$ cat config.mk
export PLATFORM = sky130hd
export DESIGN_NAME = leaf_prefetch_loader
export DESIGN_NICKNAME = d
export VERILOG_FILES = /design/src/rtl/lpl_pkg.sv /design/src/rtl/lpl_leaf_buffer.sv /design/src/rtl/lpl_rr_arbiter.sv /design/src/rtl/lpl_write_coalescer.sv /design/src/rtl/leaf_prefetch_loader.sv
export SDC_FILE = /design/constraint.sdc
export NUM_CORES = 2
export LEC_CHECK = 0
export ABC_AREA = 1
export BUFFER_PORTS_ARGS = -buffer_cell sky130_fd_sc_hd__buf_2
export CORE_UTILIZATION = 34
export DETAILED_ROUTE_END_ITERATION = 8
export PLACE_DENSITY = 0.5
export SLEW_MARGIN = 20
export SYNTH_ARGS = -nofsm -noshare
export SYNTH_HDL_FRONTEND = slang
export SYNTH_SLANG_ARGS = --single-unit
$ cat constraint.sdc
create_clock -name clk -period 6 [get_ports clk]
set_clock_uncertainty 0.05 [all_clocks]
set_input_delay 1.2 -clock clk [delete_from_list [all_inputs] [get_ports clk]]
set_output_delay 1.2 -clock clk [all_outputs]
set_load 0.02 [all_outputs]
$ cat src/rtl/lpl_pkg.sv
package lpl_pkg;

  typedef enum logic [1:0] {
    WS_FILL = 2'd0,
    WS_CMD  = 2'd1,
    WS_BEAT = 2'd2
  } wr_state_e;

endpackage

$ cat src/rtl/lpl_leaf_buffer.sv
module lpl_leaf_buffer #(
  parameter int DATA_W = 32,
  parameter int ADDR_W = 20,
  parameter int LEN_W  = 16,
  parameter int BATCH  = 8,
  parameter int DEPTH  = 16,
  parameter int BL_W   = $clog2(BATCH + 1)
) (
  input  logic              clk,
  input  logic              rst,
  input  logic              start,
  input  logic [ADDR_W-1:0] seg_base,
  input  logic [LEN_W-1:0]  seg_len,
  output logic              want,
  input  logic              grant,
  output logic [ADDR_W-1:0] req_addr,
  output logic [BL_W-1:0]   req_len,
  input  logic              rsp_valid,
  input  logic [DATA_W-1:0] rsp_data,
  output logic              lf_valid,
  output logic [DATA_W-1:0] lf_data,
  input  logic              lf_ready,
  output logic              lf_end
);

  localparam int PTR_W = $clog2(DEPTH);
  localparam int CNT_W = $clog2(DEPTH + 1);

  logic [ADDR_W-1:0] addr_q;
  logic [LEN_W-1:0]  remain_q;
  logic [CNT_W-1:0]  used_q;
  logic [BL_W-1:0]   beats_q;
  logic              run_q;

  logic [DATA_W-1:0] ram [DEPTH];
  logic [PTR_W-1:0]  wp_q, rp_q;
  logic [CNT_W-1:0]  fill_q;
  logic              ov_q;
  logic [DATA_W-1:0] od_q;

  logic pop, load;

  assign pop  = ov_q & lf_ready;
  assign load = (fill_q != '0) & (~ov_q | pop);

  assign req_addr = addr_q;
  assign req_len  = (remain_q < LEN_W'(BATCH)) ? BL_W'(remain_q) : BL_W'(BATCH);
  assign want     = run_q && (remain_q != '0) && (beats_q == '0) &&
                    ((CNT_W'(DEPTH) - used_q) >= CNT_W'(BATCH));
  assign lf_end   = run_q && (remain_q == '0) && (used_q == '0);
  assign lf_valid = ov_q;
  assign lf_data  = od_q;

  // segment cursor, space reservation and burst tracking
  always_ff @(posedge clk) begin
    if (rst) begin
      addr_q   <= '0;
      remain_q <= '0;
      used_q   <= '0;
      beats_q  <= '0;
      run_q    <= 1'b0;
    end else if (start) begin
      addr_q   <= seg_base;
      remain_q <= seg_len;
      used_q   <= '0;
      beats_q  <= '0;
      run_q    <= 1'b1;
    end else begin
      if (grant) begin
        addr_q   <= addr_q + ADDR_W'(req_len);
        remain_q <= remain_q - LEN_W'(req_len);
      end
      used_q <= used_q + (grant ? CNT_W'(req_len) : '0) - CNT_W'(pop);
      if (grant) beats_q <= req_len;
      else if (rsp_valid) beats_q <= beats_q - BL_W'(1);
    end
  end

  // storage: plain write port and registered read port
  always_ff @(posedge clk) begin
    if (rsp_valid) ram[wp_q] <= rsp_data;
    if (load) od_q <= ram[rp_q];
  end

  always_ff @(posedge clk) begin
    if (rst || start) begin
      wp_q   <= '0;
      rp_q   <= '0;
      fill_q <= '0;
      ov_q   <= 1'b0;
    end else begin
      if (rsp_valid) wp_q <= wp_q + PTR_W'(1);
      if (load) rp_q <= rp_q + PTR_W'(1);
      fill_q <= fill_q + CNT_W'(rsp_valid) - CNT_W'(load);
      if (load) ov_q <= 1'b1;
      else if (pop) ov_q <= 1'b0;
    end
  end

  assert_no_overflow_R3: assert property (@(posedge clk) disable iff (rst)
    used_q <= CNT_W'(DEPTH));

  assert_rsp_expected_R3: assert property (@(posedge clk) disable iff (rst)
    rsp_valid |-> (beats_q != '0));

  assert_burst_len_R1: assert property (@(posedge clk) disable iff (rst)
    grant |-> (want && (req_len != '0) && (req_len <= BL_W'(BATCH))));

  assert_end_holds_R5: assert property (@(posedge clk) disable iff (rst)
    (lf_end && !start) |=> lf_end);

endmodule

$ cat src/rtl/lpl_rr_arbiter.sv
module lpl_rr_arbiter #(
  parameter int N  = 4,
  parameter int IW = (N > 1) ? $clog2(N) : 1
) (
  input  logic          clk,
  input  logic          rst,
  input  logic [N-1:0]  req,
  input  logic          take,
  output logic [N-1:0]  gnt,
  output logic [IW-1:0] gidx,
  output logic          any
);

  logic [IW-1:0] ptr_q;
  logic [IW-1:0] cand;

  // search starts one past the last winner
  always_comb begin
    gnt  = '0;
    gidx = '0;
    any  = 1'b0;
    cand = '0;
    for (int k = 1; k <= N; k++) begin
      cand = IW'((int'(ptr_q) + k) % N);
      if (!any && take && req[cand]) begin
        gnt[cand] = 1'b1;
        gidx      = cand;
        any       = 1'b1;
      end
    end
  end

  always_ff @(posedge clk) begin
    if (rst) ptr_q <= IW'(N - 1);
    else if (any) ptr_q <= gidx;
  end

  assert_grant_onehot_R3: assert property (@(posedge clk) disable iff (rst)
    $onehot0(gnt));

  assert_grant_requested_R3: assert property (@(posedge clk) disable iff (rst)
    (gnt & ~req) == '0);

endmodule

$ cat src/rtl/lpl_write_coalescer.sv
module lpl_write_coalescer
  import lpl_pkg::*;
#(
  parameter int DATA_W = 32,
  parameter int ADDR_W = 20,
  parameter int BATCH  = 8,
  parameter int BL_W   = $clog2(BATCH + 1)
) (
  input  logic              clk,
  input  logic              rst,
  input  logic              start,
  input  logic [ADDR_W-1:0] wr_base,
  input  logic              rec_valid,
  output logic              rec_ready,
  input  logic [DATA_W-1:0] rec_data,
  input  logic              rec_last,
  output logic              cmd_valid,
  input  logic              cmd_ready,
  output logic [ADDR_W-1:0] cmd_addr,
  output logic [BL_W-1:0]   cmd_len,
  output logic              beat_valid,
  input  logic              beat_ready,
  output logic [DATA_W-1:0] beat_data
);

  localparam int PTR_W = $clog2(BATCH);

  wr_state_e         st_q;
  logic [DATA_W-1:0] buf_q [BATCH];
  logic [BL_W-1:0]   cnt_q;
  logic [BL_W-1:0]   left_q;
  logic [PTR_W-1:0]  idx_q;
  logic [ADDR_W-1:0] addr_q;
  logic              bv_q;
  logic [DATA_W-1:0] bd_q;

  logic             accept, cmd_go, beat_go, rd_en;
  logic [PTR_W-1:0] rd_idx;

  assign rec_ready  = (st_q == WS_FILL);
  assign cmd_valid  = (st_q == WS_CMD);
  assign cmd_addr   = addr_q;
  assign cmd_len    = cnt_q;
  assign beat_valid = bv_q;
  assign beat_data  = bd_q;

  assign accept  = rec_valid & rec_ready;
  assign cmd_go  = cmd_valid & cmd_ready;
  assign beat_go = bv_q & beat_ready;
  assign rd_en   = cmd_go | (beat_go & (left_q != BL_W'(1)));
  assign rd_idx  = cmd_go ? '0 : idx_q;

  always_ff @(posedge clk) begin
    if (accept) buf_q[cnt_q[PTR_W-1:0]] <= rec_data;
    if (rd_en) bd_q <= buf_q[rd_idx];
  end

  always_ff @(posedge clk) begin
    if (rst) begin
      st_q   <= WS_FILL;
      cnt_q  <= '0;
      left_q <= '0;
      idx_q  <= '0;
      addr_q <= '0;
      bv_q   <= 1'b0;
    end else if (start) begin
      st_q   <= WS_FILL;
      cnt_q  <= '0;
      left_q <= '0;
      idx_q  <= '0;
      addr_q <= wr_base;
      bv_q   <= 1'b0;
    end else begin
      case (st_q)
        WS_FILL: if (accept) begin
          cnt_q <= cnt_q + BL_W'(1);
          if ((cnt_q + BL_W'(1) == BL_W'(BATCH)) || rec_last) st_q <= WS_CMD;
        end
        WS_CMD: if (cmd_ready) begin
          st_q   <= WS_BEAT;
          bv_q   <= 1'b1;
          idx_q  <= PTR_W'(1);
          left_q <= cnt_q;
        end
        WS_BEAT: if (beat_ready) begin
          if (left_q == BL_W'(1)) begin
            bv_q   <= 1'b0;
            st_q   <= WS_FILL;
            addr_q <= addr_q + ADDR_W'(cnt_q);
            cnt_q  <= '0;
          end else begin
            left_q <= left_q - BL_W'(1);
            idx_q  <= idx_q + PTR_W'(1);
          end
        end
        default: st_q <= WS_FILL;
      endcase
    end
  end

  assert_cmd_len_R7: assert property (@(posedge clk) disable iff (rst)
    cmd_valid |-> ((cnt_q != '0) && (cnt_q <= BL_W'(BATCH))));

  assert_cmd_hold_R6: assert property (@(posedge clk) disable iff (rst)
    (cmd_valid && !cmd_ready) |=> (cmd_valid && $stable(cmd_addr) && $stable(cmd_len)));

  assert_beat_count_R8: assert property (@(posedge clk) disable iff (rst)
    beat_valid |-> ((left_q != '0) && (left_q <= cnt_q)));

endmodule

$ cat src/rtl/leaf_prefetch_loader.sv
module leaf_prefetch_loader #(
  parameter int LEAVES = 4,
  parameter int DATA_W = 32,
  parameter int ADDR_W = 20,
  parameter int LEN_W  = 16,
  parameter int BATCH  = 8,
  parameter int BL_W   = $clog2(BATCH + 1),
  parameter int LID_W  = (LEAVES > 1) ? $clog2(LEAVES) : 1
) (
  input  logic                     clk,
  input  logic                     rst,
  input  logic                     start,
  input  logic [LEAVES*ADDR_W-1:0] seg_base,
  input  logic [LEAVES*LEN_W-1:0]  seg_len,
  input  logic [ADDR_W-1:0]        wr_base,
  output logic                     rd_req_valid,
  input  logic                     rd_req_ready,
  output logic [ADDR_W-1:0]        rd_req_addr,
  output logic [BL_W-1:0]          rd_req_len,
  output logic [LID_W-1:0]         rd_req_leaf,
  input  logic                     rd_rsp_valid,
  input  logic [LID_W-1:0]         rd_rsp_leaf,
  input  logic [DATA_W-1:0]        rd_rsp_data,
  output logic [LEAVES-1:0]        leaf_valid,
  output logic [LEAVES*DATA_W-1:0] leaf_data,
  input  logic [LEAVES-1:0]        leaf_ready,
  output logic [LEAVES-1:0]        leaf_end,
  input  logic                     rec_valid,
  output logic                     rec_ready,
  input  logic [DATA_W-1:0]        rec_data,
  input  logic                     rec_last,
  output logic                     wr_cmd_valid,
  input  logic                     wr_cmd_ready,
  output logic [ADDR_W-1:0]        wr_cmd_addr,
  output logic [BL_W-1:0]          wr_cmd_len,
  output logic                     wr_beat_valid,
  input  logic                     wr_beat_ready,
  output logic [DATA_W-1:0]        wr_beat_data
);

  localparam int DEPTH = 2 * BATCH;

  logic [LEAVES-1:0] want, gnt, rsp_hit;
  logic [ADDR_W-1:0] lb_addr [LEAVES];
  logic [BL_W-1:0]   lb_len  [LEAVES];
  logic [LID_W-1:0]  gidx;
  logic              any;

  logic              rq_v_q;
  logic [ADDR_W-1:0] rq_addr_q;
  logic [BL_W-1:0]   rq_len_q;
  logic [LID_W-1:0]  rq_leaf_q;
  logic [ADDR_W-1:0] sel_addr;
  logic [BL_W-1:0]   sel_len;

  for (genvar i = 0; i < LEAVES; i++) begin : g_leaf
    assign rsp_hit[i] = rd_rsp_valid && (rd_rsp_leaf == LID_W'(i));

    lpl_leaf_buffer #(
      .DATA_W(DATA_W), .ADDR_W(ADDR_W), .LEN_W(LEN_W),
      .BATCH(BATCH), .DEPTH(DEPTH), .BL_W(BL_W)
    ) u_buf (
      .clk      (clk),
      .rst      (rst),
      .start    (start),
      .seg_base (seg_base[i*ADDR_W +: ADDR_W]),
      .seg_len  (seg_len[i*LEN_W +: LEN_W]),
      .want     (want[i]),
      .grant    (gnt[i]),
      .req_addr (lb_addr[i]),
      .req_len  (lb_len[i]),
      .rsp_valid(rsp_hit[i]),
      .rsp_data (rd_rsp_data),
      .lf_valid (leaf_valid[i]),
      .lf_data  (leaf_data[i*DATA_W +: DATA_W]),
      .lf_ready (leaf_ready[i]),
      .lf_end   (leaf_end[i])
    );
  end

  lpl_rr_arbiter #(.N(LEAVES), .IW(LID_W)) u_arb (
    .clk (clk),
    .rst (rst),
    .req (want),
    .take(~rq_v_q),
    .gnt (gnt),
    .gidx(gidx),
    .any (any)
  );

  always_comb begin
    sel_addr = '0;
    sel_len  = '0;
    for (int i = 0; i < LEAVES; i++) begin
      if (gnt[i]) begin
        sel_addr = lb_addr[i];
        sel_len  = lb_len[i];
      end
    end
  end

  // single request slot towards memory
  always_ff @(posedge clk) begin
    if (rst) begin
      rq_v_q    <= 1'b0;
      rq_addr_q <= '0;
      rq_len_q  <= '0;
      rq_leaf_q <= '0;
    end else if (rq_v_q) begin
      if (rd_req_ready) rq_v_q <= 1'b0;
    end else if (any) begin
      rq_v_q    <= 1'b1;
      rq_addr_q <= sel_addr;
      rq_len_q  <= sel_len;
      rq_leaf_q <= gidx;
    end
  end

  assign rd_req_valid = rq_v_q;
  assign rd_req_addr  = rq_addr_q;
  assign rd_req_len   = rq_len_q;
  assign rd_req_leaf  = rq_leaf_q;

  lpl_write_coalescer #(
    .DATA_W(DATA_W), .ADDR_W(ADDR_W), .BATCH(BATCH), .BL_W(BL_W)
  ) u_wr (
    .clk       (clk),
    .rst       (rst),
    .start     (start),
    .wr_base   (wr_base),
    .rec_valid (rec_valid),
    .rec_ready (rec_ready),
    .rec_data  (rec_data),
    .rec_last  (rec_last),
    .cmd_valid (wr_cmd_valid),
    .cmd_ready (wr_cmd_ready),
    .cmd_addr  (wr_cmd_addr),
    .cmd_len   (wr_cmd_len),
    .beat_valid(wr_beat_valid),
    .beat_ready(wr_beat_ready),
    .beat_data (wr_beat_data)
  );

  assert_req_hold_R2: assert property (@(posedge clk) disable iff (rst)
    (rd_req_valid && !rd_req_ready) |=>
      (rd_req_valid && $stable(rd_req_addr) && $stable(rd_req_len) && $stable(rd_req_leaf)));

  assert_req_leaf_range_R4: assert property (@(posedge clk) disable iff (rst)
    rd_req_valid |-> (int'(rd_req_leaf) < LEAVES));

endmodule

* Yosys cells after proc, flatten, opt, wreduce, memory -nomap -nowiden
Memories as Yosys holds them, arrays and structs flattened. A register that Yosys moved wholly into a read port is not among the register bits.
Cells that the tools add are included.
** Cells by class
- Add/sub/neg operators :: 48
- $lt $le $gt $ge :: 16
- Equality and inequality tests :: 14
- Multiplexer cells :: 116
- Bitwise gates (word level) :: 25
- Reduce and logical (&&, ||, !) cells :: 86
** Operators by type and width (number)
- $mux 20 :: 16
- $mux 16 :: 8
- $mux 4 :: 30
- $add 20x4->20 :: 5
- $logic_not 16->1 :: 4
- $lt 16x4->1 const B :: 4
- $reduce_bool 16->1 :: 4
- $sub 16x4->16 :: 4
- $sub 5x1->5 :: 8
- $add 4x1->4 const B :: 9
- $mux 1 :: 36
- $logic_and 1x1->1 :: 35
- $reduce_bool 2->1 :: 17
- $add 5x1->5 :: 4
- $add 5x5->5 :: 4
- $ge 5x4->1 const B :: 4
- $logic_not 5->1 :: 4
- $reduce_bool 5->1 :: 4
- $sub 4x1->4 const B :: 5
- $sub 5x5->5 const A :: 4
- $mux 2 :: 9
- $logic_not 4->1 :: 4
- $pmux 4 s2 :: 2
- $and 1x1->1 :: 12
- other kinds (29) :: 69
** Storage, ports and cells
- Bits in registers :: 300
- Bits in writable memories :: 2304
- Output and inout bits :: 222
- Word-level logic and storage cells :: 354
- Memories :: 5
** Memories
- g_leaf[0].u_buf.ram :: words 16, bits a word 32, rd ports 1, clocked after memory_dff 1, wr ports 1, RTL line lpl_leaf_buffer.sv:35 : logic [DATA_W-1:0] ram [DEPTH];
- g_leaf[1].u_buf.ram :: words 16, bits a word 32, rd ports 1, clocked after memory_dff 1, wr ports 1, RTL line lpl_leaf_buffer.sv:35
- g_leaf[2].u_buf.ram :: words 16, bits a word 32, rd ports 1, clocked after memory_dff 1, wr ports 1, RTL line lpl_leaf_buffer.sv:35
- g_leaf[3].u_buf.ram :: words 16, bits a word 32, rd ports 1, clocked after memory_dff 1, wr ports 1, RTL line lpl_leaf_buffer.sv:35
- u_wr.buf_q :: words 8, bits a word 32, rd ports 1, clocked after memory_dff 1, wr ports 1, RTL line lpl_write_coalescer.sv:29 : logic [DATA_W-1:0] buf_q [BATCH];

* Depth between registers and ports, before layout
- Depth after elaboration :: 24
- Depth in mapped cells :: 25

* By module
Synthesis repeated with hierarchy kept, for this count alone.
** Unflattened totals
- Cell total of the unflattened synthesis :: 9030
- Area, all modules :: 114566.1 sq um
** By module, submodules not included
- lpl_leaf_buffer at g_leaf[3].u_buf :: instances 1, cells each 1843, area each 24716.2 sq um
- lpl_leaf_buffer at g_leaf[1].u_buf :: instances 1, cells each 1873, area each 24693.7 sq um
- lpl_leaf_buffer at g_leaf[0].u_buf :: instances 1, cells each 1872, area each 24659.9 sq um
- lpl_leaf_buffer at g_leaf[2].u_buf :: instances 1, cells each 1852, area each 24626.1 sq um
- lpl_write_coalescer :: instances 1, cells each 1156, area each 13382.8 sq um
- leaf_prefetch_loader :: instances 1, cells each 336, area each 1881.8 sq um
- lpl_rr_arbiter :: instances 1, cells each 98, area each 605.6 sq um

* Worst setup path before layout
Ideal clock, no wire load.
- Path kind :: input port to flip-flop
- Start :: input leaf_ready[0]
- End :: register g_leaf[0].u_buf.fill_q[4]
- Library setup time :: 78 ps
- Arrival :: 4349 ps
- Required time :: 5872 ps
- Path slack :: 1523 ps
- Cell stages on the path :: 13
- Cells stage by stage :: inv_1 > nand2_1 > inv_1 > nor2_1 > ha_1 > inv_1 > ha_1 > inv_1 > fa_1 > nor2_1 > o21bai_1 > and3_1 > nor3_1
** On the way
- Word-level cells in the longest chain between the ends :: 4
** RTL lines
- start, declared :: RTL line leaf_prefetch_loader.sv:26 : input logic [LEAVES-1:0] leaf_ready,
- $and 1x1->1 :: RTL line lpl_leaf_buffer.sv:43 : assign pop = ov_q & lf_ready;
- $or 1x1->1 :: RTL line lpl_leaf_buffer.sv:44 : assign load = (fill_q != '0) & (~ov_q | pop);
- $and 1x1->1 :: RTL line lpl_leaf_buffer.sv:44
- net g_leaf[0].u_buf.load :: RTL line lpl_leaf_buffer.sv:41 : logic pop, load;
- $sub 5x1->5 :: RTL line lpl_leaf_buffer.sv:94 : fill_q <= fill_q + CNT_W'(rsp_valid) - CNT_W'(load);
- end signal, assigned :: RTL line lpl_leaf_buffer.sv:94
- end, declared :: RTL line lpl_leaf_buffer.sv:37 : logic [CNT_W-1:0] fill_q;
The timed path passes the listed nets, and every way through them passes these cells.
A chain may end at the register's enable or synchronous reset.

* Worst setup path in the final report
- Start :: register u_arb.ptr_q[0]
- End :: register g_leaf[3].u_buf.remain_q[5]
** On the way
- Word-level cells in the longest chain between the ends :: 18
** RTL lines
- start, declared :: RTL line lpl_rr_arbiter.sv:14 : logic [IW-1:0] ptr_q;
- start signal, assigned :: RTL line lpl_rr_arbiter.sv:34 : if (rst) ptr_q <= IW'(N - 1);
- start signal, assigned :: RTL line lpl_rr_arbiter.sv:35 : else if (any) ptr_q <= gidx;
- parallel branches: the longest is 16 deep, another holds $lt 2x3->1
- $mux 4 * :: RTL line lpl_rr_arbiter.sv:25 : if (!any && take && req[cand]) begin
- $reduce_bool 2->1 (no source line) *
- end signal, assigned :: RTL line lpl_leaf_buffer.sv:64 : remain_q <= seg_len;
- end signal, assigned :: RTL line lpl_leaf_buffer.sv:71 : remain_q <= remain_q - LEN_W'(req_len);
- end, declared :: RTL line lpl_leaf_buffer.sv:30 : logic [LEN_W-1:0] remain_q;
Every way passes the cells marked *. The select of a mux whose other input is x is not followed.

==> flow_metrics.py <==
metrics = {
    "status": {
        "status": "finished clean",
    },
    "sta": {
        "finalHoldViolations": 0,
        "worst_pin_slew_ns": 1.23,
        "max_freq_mhz": 216,
        "setup_tns_ns": 0,
        "period_needed_ns": 4.62,
        "min_period_over_period_pct": 77.0,
        "report.final.slew_viol_count": 0,
        "rsz0062_at_grt": "false",
        "max-slew-margin-rel_pct": 17.8,
        "setup_viol": 0,
    },
    "setup_path": {
        "worstPathMaxFanout": 40,
        "cp_num_cells": 14,
        "rrSetupSlack_ns": 1.38,
        "crit_type": "register to register",
        "cpPeakStageDelay_ns": 0.70,
        "cp_top_family": "simple AND/OR/NAND/NOR gates",
        "crit-reg2reg-launch": "u_arb.ptr_q[0]",
        "critPathLaunch": "u_arb.ptr_q[0]",
        "worstReg2RegEnd": "g_leaf[3].u_buf.remain_q[5]",
        "worstPathArrival_ns": 5.32,
        "critical_path.most_common_cell": "inv_1",
        "cp-end-kind": "register",
        "worstRegToRegCells": 14,
        "cp_num_buf_inv": 5,
        "worstPathCellList": "clkinv_1 > ha_1 > inv_1 > nand3_1 > nand3_2 > nand4_1 > inv_2 > nand2_1 > nand2_2 > buf_4 > nor2_4 > inv_1 > o21ai_0 > a21oi_1",
        "cp_data_required_time_ns": 6.70,
        "critPathLaunchType": "register",
        "critPathSlowestCell": "nor2_4",
        "endpoint": "g_leaf[3].u_buf.remain_q[5]",
    },
    "floorplan": {
        "ioPinCount": 465,
        "die_h_um": 578,
        "start_util_pct": 34.2,
        "dieArea_um2": 334000,
        "die_w_um": 578,
        "rows": 211,
        "core_um2": 330000,
    },
    "routing": {
        "via_count": 72200,
        "dr.pass1.iters": 6,
        "drc": 0,
        "wl_mm": 326,
        "route.antenna.remaining_nets": 0,
        "routedWlPerCell_um": 23.8,
        "via_per_inst": 5.25,
        "drt-initial-drc-count": 6565,
    },
    "power": {
        "cellPowerDensity_nw_per_um2": 410,
        "vdd_ir_drop_max_v": 0.000353,
        "p_total_w": 0.0535,
        "p_leak_nw": 42.8,
    },
    "finish": {
        "synthToLayoutAreaGrowth_pct": 15.7,
        "post-route-cell-area_um2": 131000,
        "final_nets": 9490,
        "drive_gt1_share_pct": 13.9,
        "nFillCells": 31100,
    },
    "synthesis": {
        "synth_cell_types": 62,
        "syn_avg_cell_area_um2": 13.0,
        "synth-async-reset-ratio_pct": 0,
        "syn_inst": 8703,
        "synth_commonest_cells": "edfxtp_1 (2,464), nor2_1 (1,175), nand2_1 (872)",
        "synthTopCellsByArea": "edfxtp_1 (66%), dfxtp_1 (5.3%), nor2_1 (3.9%)",
        "synth_most_common_cell": "edfxtp_1",
        "ys_ff_latch": 2764,
        "yosys_warnings": 0,
        "synth_area_leader_cell": "edfxtp_1",
        "synth-main-ff-cell": "edfxtp_1",
        "synth-edff-count": 2464,
        "synth_seq_area_share_pct": 70.9,
        "yosys.area.top_type_share_pct": 65.6,
        "synth_area_um2": 113000,
    },
    "cts": {
        "cts_tree": "yes",
        "hold_buffers": 0,
        "htreeDepth": 5,
        "clkSinkCount": 2764,
        "clock_path_buffers": 4,
        "cts_root_buf": "clkbuf_16",
        "clk_pin_slew_ns": 0.07,
        "clock_latency_ns": 0.89,
        "cts_made_buffers": 314,
        "cts_setup_buffers": 0,
        "cts-resized-gates": 0,
    },
    "worst_hold_path": {
        "hp-class": "register to register",
    },
    "placement": {
        "placed_area_um2": 121000,
        "dp_hpwl_mm": 188,
        "routabilityCongestion": 0.858,
        "io_buffers": 464,
    },
    "global_route": {
        "grt_pass1_wl_mm": 476,
        "grt_max_degree": 260,
        "grt-ovfl-total": 0,
        "grt_pass1_vias": 71100,
        "antenna_found_initial": 52,
        "track_usage_pct": 19.0,
    },
    "flow_run": {
        "drv_cap": 0,
    },
}
per-layer routing:
layer | vias up | part of all wire (%) | wire length [µm] | GRT usage (%)
met3 | 534 | 6.2 | 20200 | 3.29
met1 | 36100 | 44 | 144000 | 25.9
met5 | - | 0.064 | 209 | 0
met4 | 34 | 3.1 | 10000 | 6.10
li1 | 33200 | - | - | -
met2 | 2259 | 47 | 152000 | 30.9
tightest hold or removal path, cell delays in order (launching register included):
cell	delay (ns)
dfxtp_1	0.31
o31ai_1	0.06
a21oi_1	0.06
layout make-up:
cell class | instances | area, µm² | share of cell area, %
antenna | 18 | 45.0 | 0.0345
clock buffer | 412 | 8640 | 6.62
clock inverter | 149 | 1120 | 0.857
inverter | 351 | 1350 | 1.03
multi-input combinational | 5043 | 29900 | 22.9
sequential | 2764 | 80000 | 61.3
tap | 4366 | 5460 | 4.19
timing repair buffer | 637 | 4010 | 3.07
through the flow:
step / hold WS, ns / setup slack [ns] / utilization [%] / cells
after global routing: 0.452 / 0.888 / 39.5 / 13700
after detailed placement: 0.416 / 1.22 / 36.5 / 13200
after floorplan: 0.379 / 1.52 / - / 8706
final: 0.428 / 1.38 / 39.5 / 13700
after CTS: 0.426 / 1.34 / 39.5 / 13700
after global placement: 0.413 / 1.28 / 36.4 / 13100
worst min-delay path by stage:
stage / from / cells after the start / end
after global routing: g_leaf[2].u_buf.beats_q[3] / 2 / g_leaf[2].u_buf.beats_q[3]
final: g_leaf[1].u_buf.remain_q[15] / 2 / g_leaf[1].u_buf.remain_q[15]
after global placement: g_leaf[1].u_buf.remain_q[15] / 2 / g_leaf[1].u_buf.remain_q[15]
after floorplan: u_wr.idx_q[2] / 1 / u_wr.idx_q[2]
after detailed placement: g_leaf[1].u_buf.remain_q[15] / 2 / g_leaf[1].u_buf.remain_q[15]
after CTS: g_leaf[1].u_buf.remain_q[15] / 2 / g_leaf[1].u_buf.remain_q[15]
state kept, by name, summed over array words and instances, names as in the netlist, 32 cells and up:
| signal | flops |
|---|---|
| g_leaf.u_buf.lf_data | 128 |
| g_leaf.u_buf.ram | 2048 |
| g_leaf.u_buf.remain_q | 64 |
| g_leaf.u_buf.req_addr | 80 |
| u_wr.beat_data | 32 |
| u_wr.buf_q | 256 |
cells by family (layout without fill, tap and decap cells):
| logic type | after synthesis | count (layout) | synth area share [%] |
|---|---|---|---|
| AO/OA/AOI/OAI | 1850 | 1850 | 10.7 |
| XOR/XNOR | 110 | 110 | 0.854 |
| adder cells (fa/ha/maj) | 136 | 136 | 1.60 |
| buffers and inverters | 899 | 1549 | 3.14 |
| flip-flops | 2764 | 2764 | 70.9 |
| multiplexers | 374 | 374 | 3.32 |
| other | 1 | 22 | 0.00332 |
| AND/OR/NAND/NOR | 2569 | 2569 | 9.46 |
layout by cell type (no fill, tap or decap), types with 66 or more instances in the layout:
master,count
nand2_1,870
clkbuf_16,326
a21oi_1,227
nor2_1,1098
nor3_1,100
clkinv_1,76
mux2i_1,374
o21ai_0,669
nor2_4,87
o32ai_1,120
a31oi_1,139
buf_4,150
edfxtp_1,2464
o211ai_1,197
clkbuf_1,70
dfxtp_1,286
or2_2,66
xor2_1,73
inv_1,323
o221ai_1,376
ha_1,123
buf_2,462
nand3_1,248
report_power, final:
part	total [W]	internal, W	switching, W
logic	0.0121	0.00345	0.00861
clock network	0.0184	0.0107	0.00774
registers	0.0230	0.0222	0.000771
total	0.0535	0.0364	0.0171
(Power assumes the default switching activity.)
